<file path="src/rtl/ilv_pkg.sv">
package ilv_pkg;
  localparam logic [15:0] A_DIEBLK  = 16'hF100;
  localparam logic [15:0] A_BUFSEL  = 16'hF101;
  localparam logic [15:0] A_PGSEC   = 16'hF107;
  localparam logic [15:0] A_BUFSEC  = 16'hF200;
  localparam logic [15:0] A_CMD     = 16'hF220;
  localparam logic [15:0] A_STAT    = 16'hF240;
  localparam logic [15:0] A_INT     = 16'hF241;

  localparam logic [15:0] INT_READY  = 16'h8040;
  localparam logic [15:0] CMD_CACHE  = 16'h007F;
  localparam logic [15:0] CMD_FINAL  = 16'h007D;
  localparam logic [15:0] BUFSEC_VAL = 16'h0800;

  localparam int ST_W   = 7;
  localparam int ST_ODD = 0;
  localparam int ST_SEQ = 1;
  localparam int ST_TMO = 2;
  localparam int ST_P1  = 3;
  localparam int ST_P2  = 4;
  localparam int ST_E0  = 5;
  localparam int ST_E1  = 6;

  typedef enum logic [2:0] {
    S_IDLE, S_EVAL, S_ISSUE, S_WAIT, S_XFER, S_DONE
  } fsm_e;

  typedef enum logic [3:0] {
    ST_F100, ST_POLL, ST_CLR, ST_F101, ST_F107, ST_F200, ST_CMD, ST_STAT,
    ST_FSEL, ST_FPOLL, ST_FCLR, ST_FSTAT
  } step_e;

  typedef struct packed {
    logic        we;
    logic [15:0] addr;
    logic [15:0] data;
  } bus_op_t;
endpackage

</file>
<file path="src/rtl/ilv_rst_sync.sv">
module ilv_rst_sync (
  input  logic clk,
  input  logic rst_n,
  output logic srst_n
);
  logic meta_q;

  always_ff @(posedge clk or negedge rst_n) begin
    if (!rst_n) begin
      meta_q <= 1'b0;
      srst_n <= 1'b0;
    end else begin
      meta_q <= 1'b1;
      srst_n <= meta_q;
    end
  end
endmodule

</file>
<file path="src/rtl/ilv_bus_engine.sv">
module ilv_bus_engine
  import ilv_pkg::*;
(
  input  logic        clk,
  input  logic        rst_n,
  input  logic        start,
  input  bus_op_t     op,
  output logic        bus_req,
  output logic        bus_we,
  output logic [15:0] bus_addr,
  output logic [15:0] bus_wdata,
  input  logic [15:0] bus_rdata,
  input  logic        bus_ack,
  output logic        done,
  output logic [15:0] rdata
);
  logic        req_d, done_d, ld;
  logic [15:0] rdata_d;

  always_comb begin
    req_d   = bus_req;
    done_d  = 1'b0;
    rdata_d = rdata;
    ld      = 1'b0;
    if (!bus_req && start) begin
      req_d = 1'b1;
      ld    = 1'b1;
    end else if (bus_req && bus_ack) begin
      req_d   = 1'b0;
      done_d  = 1'b1;
      rdata_d = bus_rdata;
    end
  end

  always_ff @(posedge clk or negedge rst_n) begin
    if (!rst_n) begin
      bus_req   <= 1'b0;
      done      <= 1'b0;
      rdata     <= '0;
      bus_we    <= 1'b0;
      bus_addr  <= '0;
      bus_wdata <= '0;
    end else begin
      bus_req <= req_d;
      done    <= done_d;
      rdata   <= rdata_d;
      if (ld) begin
        bus_we    <= op.we;
        bus_addr  <= op.addr;
        bus_wdata <= op.we ? op.data : 16'h0000;
      end
    end
  end
endmodule

</file>
<file path="src/rtl/ilv_poll_timer.sv">
module ilv_poll_timer #(
  parameter int LIMIT = 16
) (
  input  logic clk,
  input  logic rst_n,
  input  logic clr,
  input  logic inc,
  output logic last
);
  localparam int CW = (LIMIT > 1) ? $clog2(LIMIT + 1) : 1;

  logic [CW-1:0] cnt_q, cnt_d;

  always_comb begin
    cnt_d = cnt_q;
    if (clr)      cnt_d = '0;
    else if (inc) cnt_d = cnt_q + 1'b1;
  end

  always_ff @(posedge clk or negedge rst_n) begin
    if (!rst_n) cnt_q <= '0;
    else        cnt_q <= cnt_d;
  end

  assign last = (cnt_q == CW'(LIMIT - 1));
endmodule

</file>
<file path="src/rtl/ilv_die_track.sv">
module ilv_die_track #(
  parameter int NDIE = 2,
  localparam int DW  = (NDIE > 1) ? $clog2(NDIE) : 1
) (
  input  logic            clk,
  input  logic            rst_n,
  input  logic [DW-1:0]   die,
  input  logic            set_start,
  input  logic            set_pend,
  input  logic            clr_all,
  output logic [NDIE-1:0] started,
  output logic [NDIE-1:0] pend
);
  for (genvar g = 0; g < NDIE; g++) begin : g_die
    logic start_d, pend_d;
    logic hit;

    assign hit = (die == DW'(g));

    always_comb begin
      start_d = started[g];
      pend_d  = pend[g];
      if (clr_all) begin
        start_d = 1'b0;
        pend_d  = 1'b0;
      end else begin
        if (set_start && hit) start_d = 1'b1;
        if (set_pend && hit)  pend_d  = 1'b1;
      end
    end

    always_ff @(posedge clk or negedge rst_n) begin
      if (!rst_n) begin
        started[g] <= 1'b0;
        pend[g]    <= 1'b0;
      end else begin
        started[g] <= start_d;
        pend[g]    <= pend_d;
      end
    end
  end
endmodule

</file>
<file path="src/rtl/ilv_prog_seq.sv">
module ilv_prog_seq
  import ilv_pkg::*;
#(
  parameter int BLK_W    = 11,
  parameter int PG_W     = 6,
  parameter int POLL_MAX = 16
) (
  input  logic             clk,
  input  logic             rst_n,
  input  logic             auto_clr,
  input  logic             job_valid,
  output logic             job_ready,
  input  logic             job_die,
  input  logic             job_buf,
  input  logic [BLK_W-1:0] job_block,
  input  logic [PG_W-1:0]  job_page,
  input  logic             job_final,
  output logic             bus_req,
  output logic             bus_we,
  output logic [15:0]      bus_addr,
  output logic [15:0]      bus_wdata,
  input  logic [15:0]      bus_rdata,
  input  logic             bus_ack,
  output logic             xfer_req,
  input  logic             xfer_done,
  output logic             done,
  output logic [ST_W-1:0]  status
);
  localparam int NDIE = 2;

  logic srst_n;

  fsm_e  state_q, state_d;
  step_e step_q, step_d;
  logic  cdie_q, cdie_d;
  logic  jpoll_q, jpoll_d;
  logic [ST_W-1:0] stat_q, stat_d;

  logic             jdie_q, jbuf_q, jfin_q;
  logic [BLK_W-1:0] jblk_q;
  logic [PG_W-1:0]  jpg_q;
  logic             load_job;

  logic        eng_start, eng_done;
  logic [15:0] eng_rdata;
  bus_op_t     op;

  logic tmr_clr, tmr_inc, tmr_last;
  logic trk_start, trk_pend, trk_clr;
  logic [NDIE-1:0] started, pend;
  logic int_ok, refuse;

  ilv_rst_sync u_rst (
    .clk    (clk),
    .rst_n  (rst_n),
    .srst_n (srst_n)
  );

  ilv_bus_engine u_eng (
    .clk       (clk),
    .rst_n     (srst_n),
    .start     (eng_start),
    .op        (op),
    .bus_req   (bus_req),
    .bus_we    (bus_we),
    .bus_addr  (bus_addr),
    .bus_wdata (bus_wdata),
    .bus_rdata (bus_rdata),
    .bus_ack   (bus_ack),
    .done      (eng_done),
    .rdata     (eng_rdata)
  );

  ilv_poll_timer #(.LIMIT(POLL_MAX)) u_tmr (
    .clk   (clk),
    .rst_n (srst_n),
    .clr   (tmr_clr),
    .inc   (tmr_inc),
    .last  (tmr_last)
  );

  ilv_die_track #(.NDIE(NDIE)) u_trk (
    .clk       (clk),
    .rst_n     (srst_n),
    .die       (jdie_q),
    .set_start (trk_start),
    .set_pend  (trk_pend),
    .clr_all   (trk_clr),
    .started   (started),
    .pend      (pend)
  );

  // bus operation for the current step
  always_comb begin
    op = '{we: 1'b0, addr: 16'h0000, data: 16'h0000};
    unique case (step_q)
      ST_F100: begin
        op.we   = 1'b1;
        op.addr = A_DIEBLK;
        op.data = (16'(jdie_q) << 15) | 16'(jblk_q);
      end
      ST_POLL, ST_FPOLL: op.addr = A_INT;
      ST_CLR, ST_FCLR: begin
        op.we   = 1'b1;
        op.addr = A_INT;
      end
      ST_F101: begin
        op.we   = 1'b1;
        op.addr = A_BUFSEL;
        op.data = 16'(jbuf_q) << 15;
      end
      ST_F107: begin
        op.we   = 1'b1;
        op.addr = A_PGSEC;
        op.data = 16'(jpg_q) << 2;
      end
      ST_F200: begin
        op.we   = 1'b1;
        op.addr = A_BUFSEC;
        op.data = BUFSEC_VAL;
      end
      ST_CMD: begin
        op.we   = 1'b1;
        op.addr = A_CMD;
        op.data = jfin_q ? CMD_FINAL : CMD_CACHE;
      end
      ST_STAT, ST_FSTAT: op.addr = A_STAT;
      ST_FSEL: begin
        op.we   = 1'b1;
        op.addr = A_DIEBLK;
        op.data = 16'(cdie_q) << 15;
      end
      default: ;
    endcase
  end

  assign int_ok = (eng_rdata == INT_READY);
  assign refuse = (|pend) && !(jfin_q && !pend[jdie_q]);

  // next-state logic
  always_comb begin
    state_d   = state_q;
    step_d    = step_q;
    cdie_d    = cdie_q;
    jpoll_d   = jpoll_q;
    stat_d    = stat_q;
    load_job  = 1'b0;
    eng_start = 1'b0;
    tmr_clr   = 1'b0;
    tmr_inc   = 1'b0;
    trk_start = 1'b0;
    trk_pend  = 1'b0;
    trk_clr   = 1'b0;

    unique case (state_q)
      S_IDLE: begin
        if (job_valid) begin
          load_job = 1'b1;
          state_d  = S_EVAL;
        end
      end

      S_EVAL: begin
        stat_d  = '0;
        tmr_clr = 1'b1;
        cdie_d  = jdie_q;
        if (jblk_q[0]) begin
          stat_d[ST_ODD] = 1'b1;
          state_d        = S_DONE;
        end else if (refuse) begin
          stat_d[ST_SEQ] = 1'b1;
          state_d        = S_DONE;
        end else begin
          jpoll_d   = started[jdie_q];
          trk_start = 1'b1;
          step_d    = ST_F100;
          state_d   = S_ISSUE;
        end
      end

      S_ISSUE: begin
        eng_start = 1'b1;
        state_d   = S_WAIT;
      end

      S_XFER: begin
        if (xfer_done) begin
          step_d  = ST_CMD;
          state_d = S_ISSUE;
        end
      end

      S_WAIT: begin
        if (eng_done) begin
          state_d = S_ISSUE;
          unique case (step_q)
            ST_F100: step_d = jpoll_q ? ST_POLL : ST_F101;
            ST_POLL, ST_FPOLL: begin
              if (int_ok) begin
                tmr_clr = 1'b1;
                if (step_q == ST_POLL) step_d = auto_clr ? ST_F101 : ST_CLR;
                else                   step_d = auto_clr ? ST_FSTAT : ST_FCLR;
              end else if (tmr_last) begin
                stat_d[ST_TMO] = 1'b1;
                trk_clr        = 1'b1;
                state_d        = S_DONE;
              end else begin
                tmr_inc = 1'b1;
              end
            end
            ST_CLR:  step_d = ST_F101;
            ST_F101: step_d = ST_F107;
            ST_F107: step_d = ST_F200;
            ST_F200: state_d = S_XFER;
            ST_CMD: begin
              if (!jfin_q) begin
                step_d = ST_STAT;
              end else if (|pend) begin
                cdie_d = 1'b0;
                step_d = ST_FSEL;
              end else begin
                trk_pend = 1'b1;
                state_d  = S_DONE;
              end
            end
            ST_STAT: begin
              stat_d[ST_P1] = eng_rdata[4];
              stat_d[ST_P2] = eng_rdata[2];
              state_d       = S_DONE;
            end
            ST_FSEL: begin
              tmr_clr = 1'b1;
              step_d  = ST_FPOLL;
            end
            ST_FCLR: step_d = ST_FSTAT;
            ST_FSTAT: begin
              if (!cdie_q) begin
                stat_d[ST_E0] = eng_rdata[10];
                cdie_d        = 1'b1;
                step_d        = ST_FSEL;
              end else begin
                stat_d[ST_E1] = eng_rdata[10];
                trk_clr       = 1'b1;
                state_d       = S_DONE;
              end
            end
            default: state_d = S_DONE;
          endcase
        end
      end

      S_DONE:  state_d = S_IDLE;
      default: state_d = S_IDLE;
    endcase
  end

  // registers
  always_ff @(posedge clk or negedge srst_n) begin
    if (!srst_n) begin
      state_q <= S_IDLE;
      step_q  <= ST_F100;
      cdie_q  <= 1'b0;
      jpoll_q <= 1'b0;
      stat_q  <= '0;
      jdie_q  <= 1'b0;
      jbuf_q  <= 1'b0;
      jfin_q  <= 1'b0;
      jblk_q  <= '0;
      jpg_q   <= '0;
    end else begin
      state_q <= state_d;
      step_q  <= step_d;
      cdie_q  <= cdie_d;
      jpoll_q <= jpoll_d;
      stat_q  <= stat_d;
      if (load_job) begin
        jdie_q <= job_die;
        jbuf_q <= job_buf;
        jfin_q <= job_final;
        jblk_q <= job_block;
        jpg_q  <= job_page;
      end
    end
  end

  assign job_ready = (state_q == S_IDLE);
  assign xfer_req  = (state_q == S_XFER);
  assign done      = (state_q == S_DONE);
  assign status    = stat_q;
endmodule

</file>
<file path="config.mk">
export PLATFORM = sky130hd
export DESIGN_NAME = ilv_prog_seq
export DESIGN_NICKNAME = d
export VERILOG_FILES = /design/src/rtl/ilv_pkg.sv /design/src/rtl/ilv_rst_sync.sv /design/src/rtl/ilv_bus_engine.sv /design/src/rtl/ilv_poll_timer.sv /design/src/rtl/ilv_die_track.sv /design/src/rtl/ilv_prog_seq.sv
export SDC_FILE = /design/constraint.sdc
export NUM_CORES = 1
export LEC_CHECK = 0
export ABC_AREA = 0
export BUFFER_PORTS_ARGS = -buffer_cell sky130_fd_sc_hd__buf_2
export CAP_MARGIN = 20
export CORE_ASPECT_RATIO = 1.5
export CORE_UTILIZATION = 36
export CTS_BUF_LIST = sky130_fd_sc_hd__clkbuf_16
export CTS_CLUSTER_SIZE = 28
export DETAILED_ROUTE_END_ITERATION = 12
export PLACE_DENSITY_LB_ADDON = 0.2
export SLEW_MARGIN = 15
export SYNTH_ARGS = -nofsm -noshare
export SYNTH_HDL_FRONTEND = slang
export SYNTH_SLANG_ARGS = --single-unit
</file>
<file path="constraint.sdc">
create_clock -name clk -period 2.4 [get_ports clk]
set_input_delay 0.48 -clock clk [delete_from_list [all_inputs] [get_ports clk]]
set_output_delay 0.48 -clock clk [all_outputs]
set_load 0.03 [all_outputs]
</file>
======== After elaboration in Yosys (flattened, before gate mapping) ========
Cells that the tools add are included.
word-level totals
  logic and storage cells ................. 201
  output and inout port bits .............. 44
  register bits ........................... 98
  input port bits ......................... 42
cells by class
  multiplexer cells ....................... 93
  reductions and logical operators ........ 37
  $add $sub $neg .......................... 1
  equality and inequality tests ........... 37
  bitwise operators ....................... 5
  order comparisons ....................... 1
operator list
  cell                                                     number
  one-hot mux 16 bit (7 select lines)                      1
  one-hot mux 16 bit (6 select lines)                      1
  two-way mux 1 bit                                        54
  two-way mux 4 bit                                        9
  one-hot mux 4 bit (9 select lines)                       1
  two-way mux 3 bit                                        10
  one-hot mux 3 bit (5 select lines)                       2
  == test 16 bit (second input constant)                   1
  == test 4 x 3 -> 1 bit (second input constant)           4
  == test 4 bit (second input constant)                    4
  two-way mux 16 bit                                       1
  OR 16 x 11 -> 16 bit                                     1
  two-way mux 5 bit                                        3
  inequality test 2 bit (second input constant)            7
  nonzero test 2 bit                                       7
  inequality test 3 bit (second input constant)            4
  one-hot mux 4 bit (3 select lines)                       1
  inequality test 10 x 1 -> 1 bit (second input constant)  1
  inequality test 2 x 1 -> 1 bit (second input constant)   5
  one-hot mux 1 bit (2 select lines)                       5
  one-hot mux 5 bit (2 select lines)                       1
  AND reduction 5 bit                                      2
  AND reduction 3 bit                                      3
  AND reduction 9 bit                                      1
  other kinds (23)                                         45

======== Longest topological paths before layout ========
Gate-level depths: netlist (run 1).
  depth after elaboration ................. 12
  mapped depth ............................ 8

======== By module ========
Synthesis (run 1) repeated with hierarchy kept, for this count alone.
unflattened totals
  cell total of the unflattened synthesis .. 413
  area, all modules ....................... 4,753.3 um2
by module, submodules not included
  module          cells an instance  instances  area each (um2)
  ilv_prog_seq    230                1          2,249.7
  ilv_bus_engine  143                1          2,031.9
  ilv_poll_timer  23                 1          270.3
  ilv_die_track   14                 1          147.6
  ilv_rst_sync    3                  1          53.8

======== Worst setup path after synthesis (run 1) ========
OpenSTA, ideal clock, no wires.
  path kind ............................... reg-to-reg
  start ................................... register state_q[2]
  end ..................................... register jblk_q[10]
  period minus slack after synthesis ...... 2.249 ns
  buffers on the path ..................... 3
  arrival time ............................ 2.124 ns
  cell stages (with the launch flop) ...... 7
  setup time .............................. 0.125 ns
  slack ................................... 0.151 ns
  cell sequence ........................... dfrtp_1 buf_2 nor3_1 and2_1 buf_2 buf_4 mux2_2
on the way
  cells in the longest elaborated chain, start to end .. 2
RTL lines
  element                 line                 text
  start, declared         ilv_prog_seq.sv:33   fsm_e state_q, state_d;
  start signal, assigned  ilv_prog_seq.sv:271  state_q <= state_d;
  logical NOT 3 bit       n/a
  net job_ready           ilv_prog_seq.sv:12   output logic job_ready,
  two-way mux 1 bit       ilv_prog_seq.sv:155  unique case (state_q)
  end signal, assigned    ilv_prog_seq.sv:280  jblk_q <= job_block;
  end, declared           ilv_prog_seq.sv:40   logic [BLK_W-1:0] jblk_q;
The timed path passes the listed nets, and every way through them passes these cells.
A chain may end at the register's enable or synchronous reset.

======== Final worst setup path (run 1) ========
  start ................................... register state_q[1]
  end ..................................... output port xfer_req
on the way
  cells in the longest elaborated chain, start to end .. 1
RTL lines
  element        line                 text
  == test 3 bit  ilv_prog_seq.sv:287  assign xfer_req = (state_q == S_XFER);
  end, declared  ilv_prog_seq.sv:24   output logic xfer_req,
Every way passes these cells.

==> results.tsv, run 1 <==
metric	value	unit
Worst slew margin	52.9	%
Mapped Cells	414	
GR Layer Usage met1	21.0	%
Yosys Warn Count	0	
WS Path Type	reg -> out	
Inst Count DP	625	
worst-margin pin slew	0.707	ns
Distinct cells, synth	66	
met2 usage	33.4	%
first-pass GRT wire length	17500	um
GRT overflow	0	
initial antenna violation count	0	
R2R depth	5	
Max Slew Vio Count	0	
RSZ-0062 raised after global routing	no	
initial DRC count	231	
DR pass1 iterations	4	
CTS clock-pin slew for the worst setup and hold paths	0.06	ns
min-delay worst type	reg -> async	
Setup TNS	0	ns
critical path launch point type	flip-flop	
R2R setup slack	0.36	ns
Post-synth top cells	dfrtp_1 (86), nand2_1 (44), mux2_2 (35), o21ai_0 (33), nor2_1 (32)	
non-filler cells, final	642	
final WL	10800	um
Sink Count	86	
number of global-route vias before repair	3400	
Layout area overhead	18.6	%
CTS tree	done	
CP max FO	11	
Tcrit/Tclk final	91.5	%
hold_ws	0.251	ns
Tot GR Track Use	18.5	%
Main synth FF type	dfrtp_1	
largest net degree at the start of global routing	58	
drt drc	0	
GP Congestion	0.885	
worst path required time	1.92	ns
Avg Cell Area, Syn	10.4	um2
Min Clock Period, post-route	2.20	ns
synthesized area	4310	um2
Std-Cell Core Area	11600	um2
status	complete, no violations	
WL/cell	16.8	um
final setup skew	0.0101	ns
Die Width	91.3	um
Top Ports	86	
Nets	531	
most frequent cell after synthesis	dfrtp_1	
GRT busiest layer	met2	
Max VDD drop	638	uV
CP arrival	1.72	ns
number of synthesized flops with an enable pin	0	
vias post-DR	3299	
cell accounting for the most synthesized area	dfrtp_1	
Final Setup Violations	0	
number of diodes	0	
Die H	136	um
Num CTS Buffers	9	
full die area	12400	um2
# H-tree levels	3	
synthesized flop and latch total	86	
clk buf depth	2	
CTS root buffer	clkbuf_16	
Synth area leaders	dfrtp_1 (50%), mux2_2 (9.1%), nand2_1 (3.8%), o21ai_0 (3.8%), buf_4 (3.1%)	
Routed Antenna Nets	0	
MaxCap Viol Count	0	
sequential-to-total area share from yosys stat	50.0	%
vias per cell	5.14	
share of cells above drive strength 1	32.1	%
Fmax	456	MHz
top cell type's share of synthesized area	50.0	%
Port-buffer cells	77	
post-synthesis async set-or-reset flop share	100	%
Hold Vio Cnt, Final	0	
cell row count	48	
Lkg Pwr	2.34	nW
power density over cell area	1340	nW/um2
half-perimeter wire length after placement	8010	um
Initial Util	37.2	%
CP Capture Type	primary output	
GR Util met3	3.19	%
clk_lat worst skew	0.35	ns
## cell type report
class / count / area [um2]
fill: 1159 / 6480
multi-input combinational: 284 / 1910
clock buffer: 9 / 225
clock inverter: 7 / 67.6
tap: 150 / 188
inverter: 14 / 52.6
timing repair buffer: 92 / 513
sequential: 86 / 2160
## metrics by stage
step	cell area, um2	utilization (%)	total power, mW	setup slack, ns
detailed placement	4800	41.5	5.48	0.378
floorplan	4340	-	4.67	0.151
CTS	5110	44.1	6.90	0.208
global placement	4800	41.5	5.42	0.381
finish	5110	44.1	6.83	0.205
global route	5110	44.1	7.28	0.149
## where the power goes
part / internal (mW) / leakage [nW] / switching, mW
Clock: 0.801 / 0.148 / 0.596
Sequential: 2.02 / 1.07 / 0.552
Combinational: 1.19 / 1.12 / 1.67
## critical path, cell delays in order (launching register included)
cell and delay (ns):
dfrtp_1 0.49, or3b_2 0.58, inv_1 0.10, buf_2 0.21
## kinds of logic (layout without fill, tap and decap cells)
family                   Yosys count  in the layout  synth area share, %
AO/OA/AOI/OAI                     99             99                 14.6
buffers and inverters             51            122                 6.42
AND/OR/NAND/NOR                  132            132                 17.4
adder cells (fa/ha/maj)            2              2                0.581
other                              2              9                0.174
XOR/XNOR                           1              1                0.203
multiplexers                      41             41                 10.7
flip-flops                        86             86                 50.0
## sequential cells by signal (all words and copies together), names as in the netlist, 3 cells and up
signal,cells
u_eng.bus_addr,7
state_q,3
jblk_q,11
step_q,4
u_tmr.cnt_q,5
status,7
u_eng.bus_wdata,13
jpg_q,6
u_eng.rdata,16
## metal layers
metal	up-vias	wire length [um]	share of wire, %
li1	1596	-	-
met4	0	224	2.1
met3	16	286	2.7
met2	73	5880	55
met1	1614	4370	41
met5	-	0	0
## layout by cell type, fill, tap and decap left out, types with 3 or more instances in the layout
master	synthesis	layout
or3_1	3	3
a21oi_1	24	24
buf_4	18	13
o22ai_1	4	4
nand4b_1	3	3
and3_1	3	3
dfrtp_1	86	85
nor2b_1	3	3
clkbuf_16	0	9
o31ai_1	4	4
nand2_1	44	44
o2bb2ai_1	3	3
inv_1	13	15
and2_1	4	4
nor3_1	3	3
conb_1	2	9
a22o_1	4	4
buf_2	8	77
mux2_2	35	35
nor2_1	32	32
o41ai_1	3	3
nand3_1	5	5
mux2i_1	5	5
o21ai_0	33	33
a31oi_1	3	3
nand2b_1	6	6
## path summary, 6_finish.rpt
check / from / to
worst max-delay path: state_q[1] / xfer_req
worst min-delay path: u_rst.srst_n / jblk_q[9]
worst max register to register: step_q[0] / step_q[1]
worst min register to register: u_rst.srst_n / jblk_q[9]
max in group asynchronous: u_rst.srst_n / status[1]
min in group clk: job_die / jdie_q
## what timing repair did
action / in CTS / in global routing
gates resized for setup: 0 / 0
hold buffers: 1 / 0
setup buffers: 0 / 0
hold endpoints to repair: 2 / 0
Power figures use the tool's default switching activity.
==> run 2: changes to the inputs <==
- MAX_ROUTING_LAYER: default -> met4
==> run 2 against run 1 <==
Global-route usage increased by 0.67 points; register-to-register slack about the same; critical path depth is the same; design area grew 0.22%; flip-flop and latch count unchanged; sequential power about the same; core utilization increased by 0.097 points; power is 1.2% lower; critical path type unchanged; maximum frequency up 0.44%; clock power decreased by 4%.
==> results.tsv, run 2 (same netlist as run 1, synthesis figures left out) <==
metric	value	unit
status	complete, no violations	
CTS root buffer	clkbuf_16	
Initial Util	37.2	%
share of cells above drive strength 1	32.9	%
Die H	136	um
met2 usage	34.5	%
CTS tree	done	
commonest non-fill, non-tap cell in the layout	dfrtp_1	
hold_ws	0.335	ns
Fmax	458	MHz
initial antenna violation count	0	
Crit path largest cell delay	0.57	ns
GRT overflow	0	
WP buf/inv	2	
crit-path cells	or3b_2, inv_1, buf_2	
Max Slew Vio Count	0	
critical path launch point type	flip-flop	
Layout area overhead	18.8	%
Area after DPL	4830	um2
first-pass GRT wire length	17700	um
non-filler cells, final	645	
WS Path Type	reg -> out	
delay-heaviest family, CP	simple AND/OR/NAND/NOR gates	
Num CTS Buffers	9	
cell row count	48	
largest net degree at the start of global routing	47	
min-delay worst type	reg -> async	
Lkg Pwr	2.35	nW
CP max FO	11	
GRT busiest layer	met2	
Tot GR Track Use	19.2	%
full die area	12400	um2
final WL	10700	um
slowest stage cell, crit path	or3b_2	
CP arrival	1.71	ns
number of global-route vias before repair	3459	
Die Width	91.3	um
cell area after layout	5120	um2
drt drc	0	
GR Util met3	3.02	%
clk_lat worst skew	0.35	ns
RSZ-0062 raised after global routing	no	
Hold Vio Cnt, Final	0	
largest registers	u_eng.rdata (16), u_eng.bus_wdata (13), jblk_q (11)	
CP Capture Type	primary output	
max reg flops	16	
pre-CTS WS	0.402	ns
GR Layer Usage met1	20.9	%
clk buf depth	2	
post-CTS setup buffers	0	
vias per cell	5.16	
Top reg by flops	u_eng.rdata	
# H-tree levels	3	
vias post-DR	3325	
CTS clock-pin slew for the worst setup and hold paths	0.07	ns
Routed Antenna Nets	0	
worst-margin pin slew	0.740	ns
worst path required time	1.92	ns
Setup TNS	0	ns
Top Ports	86	
initial DRC count	151	
Inst Count DP	628	
Tcrit/Tclk final	91.1	%
MaxCap Viol Count	0	
Std-Cell Core Area	11600	um2
Worst slew margin	50.7	%
WL/cell	16.6	um
Nets	534	
crit path setup slack, layout	0.215	ns
R2R setup slack	0.37	ns
half-perimeter wire length after placement	8020	um
Max VDD drop	546	uV
commonest cells after routing, fill and taps aside	dfrtp_1 (85), buf_2 (77), nand2_1 (44), mux2_2 (35), o21ai_0 (33)	
DR pass1 iterations	4	
power density over cell area	1320	nW/um2
Port-buffer cells	77	
Final Setup Violations	0	
number of diodes	0	
final setup skew	0.00813	ns
Sink Count	86	
Core Util, Final	44.2	%
Overall Power	6.75	mW
Min Clock Period, post-route	2.19	ns
GP Congestion	0.874	
## run 2: power breakdown
group | leakage, nW | internal (mW) | switching [mW] | total [mW]
Sequential | 1.07 | 2.01 | 0.539 | 2.55
Combinational | 1.14 | 1.19 | 1.66 | 2.85
Clock | 0.142 | 0.718 | 0.626 | 1.34
Total | 2.35 | 3.92 | 2.82 | 6.75
## run 2: cell type report
cell class / count / area, um2
Multi-Input combinational cell: 284 / 1910
Sequential cell: 86 / 2160
Clock buffer: 9 / 225
Clock inverter: 7 / 56.3
Inverter: 14 / 52.6
Tap cell: 150 / 188
Fill cell: 1136 / 6470
Timing Repair Buffer: 95 / 536
## run 2: path summary, 6_finish.rpt
path,to,from,depth (start not counted)
max in group asynchronous,status[1],u_rst.srst_n,1
worst min register to register,jpg_q[5],u_rst.srst_n,0
worst min-delay path,jpg_q[5],u_rst.srst_n,0
worst max register to register,step_q[3],step_q[2],6
worst max-delay path,xfer_req,state_q[1],3
min in group clk,u_eng.bus_req,bus_ack,2
## run 2: layer usage
| metal | vias to the layer above | wire length [um] |
|---|---|---|
| li1 | 1602 | - |
| met1 | 1631 | 4360 |
| met2 | 71 | 5790 |
| met3 | 21 | 272 |
| met4 | 0 | 267 |
| met5 | - | 0 |
## run 2: what timing repair did
action	CTS	global route
hold endpoints to repair	2	0
hold buffers	1	0
resized for setup	0	0
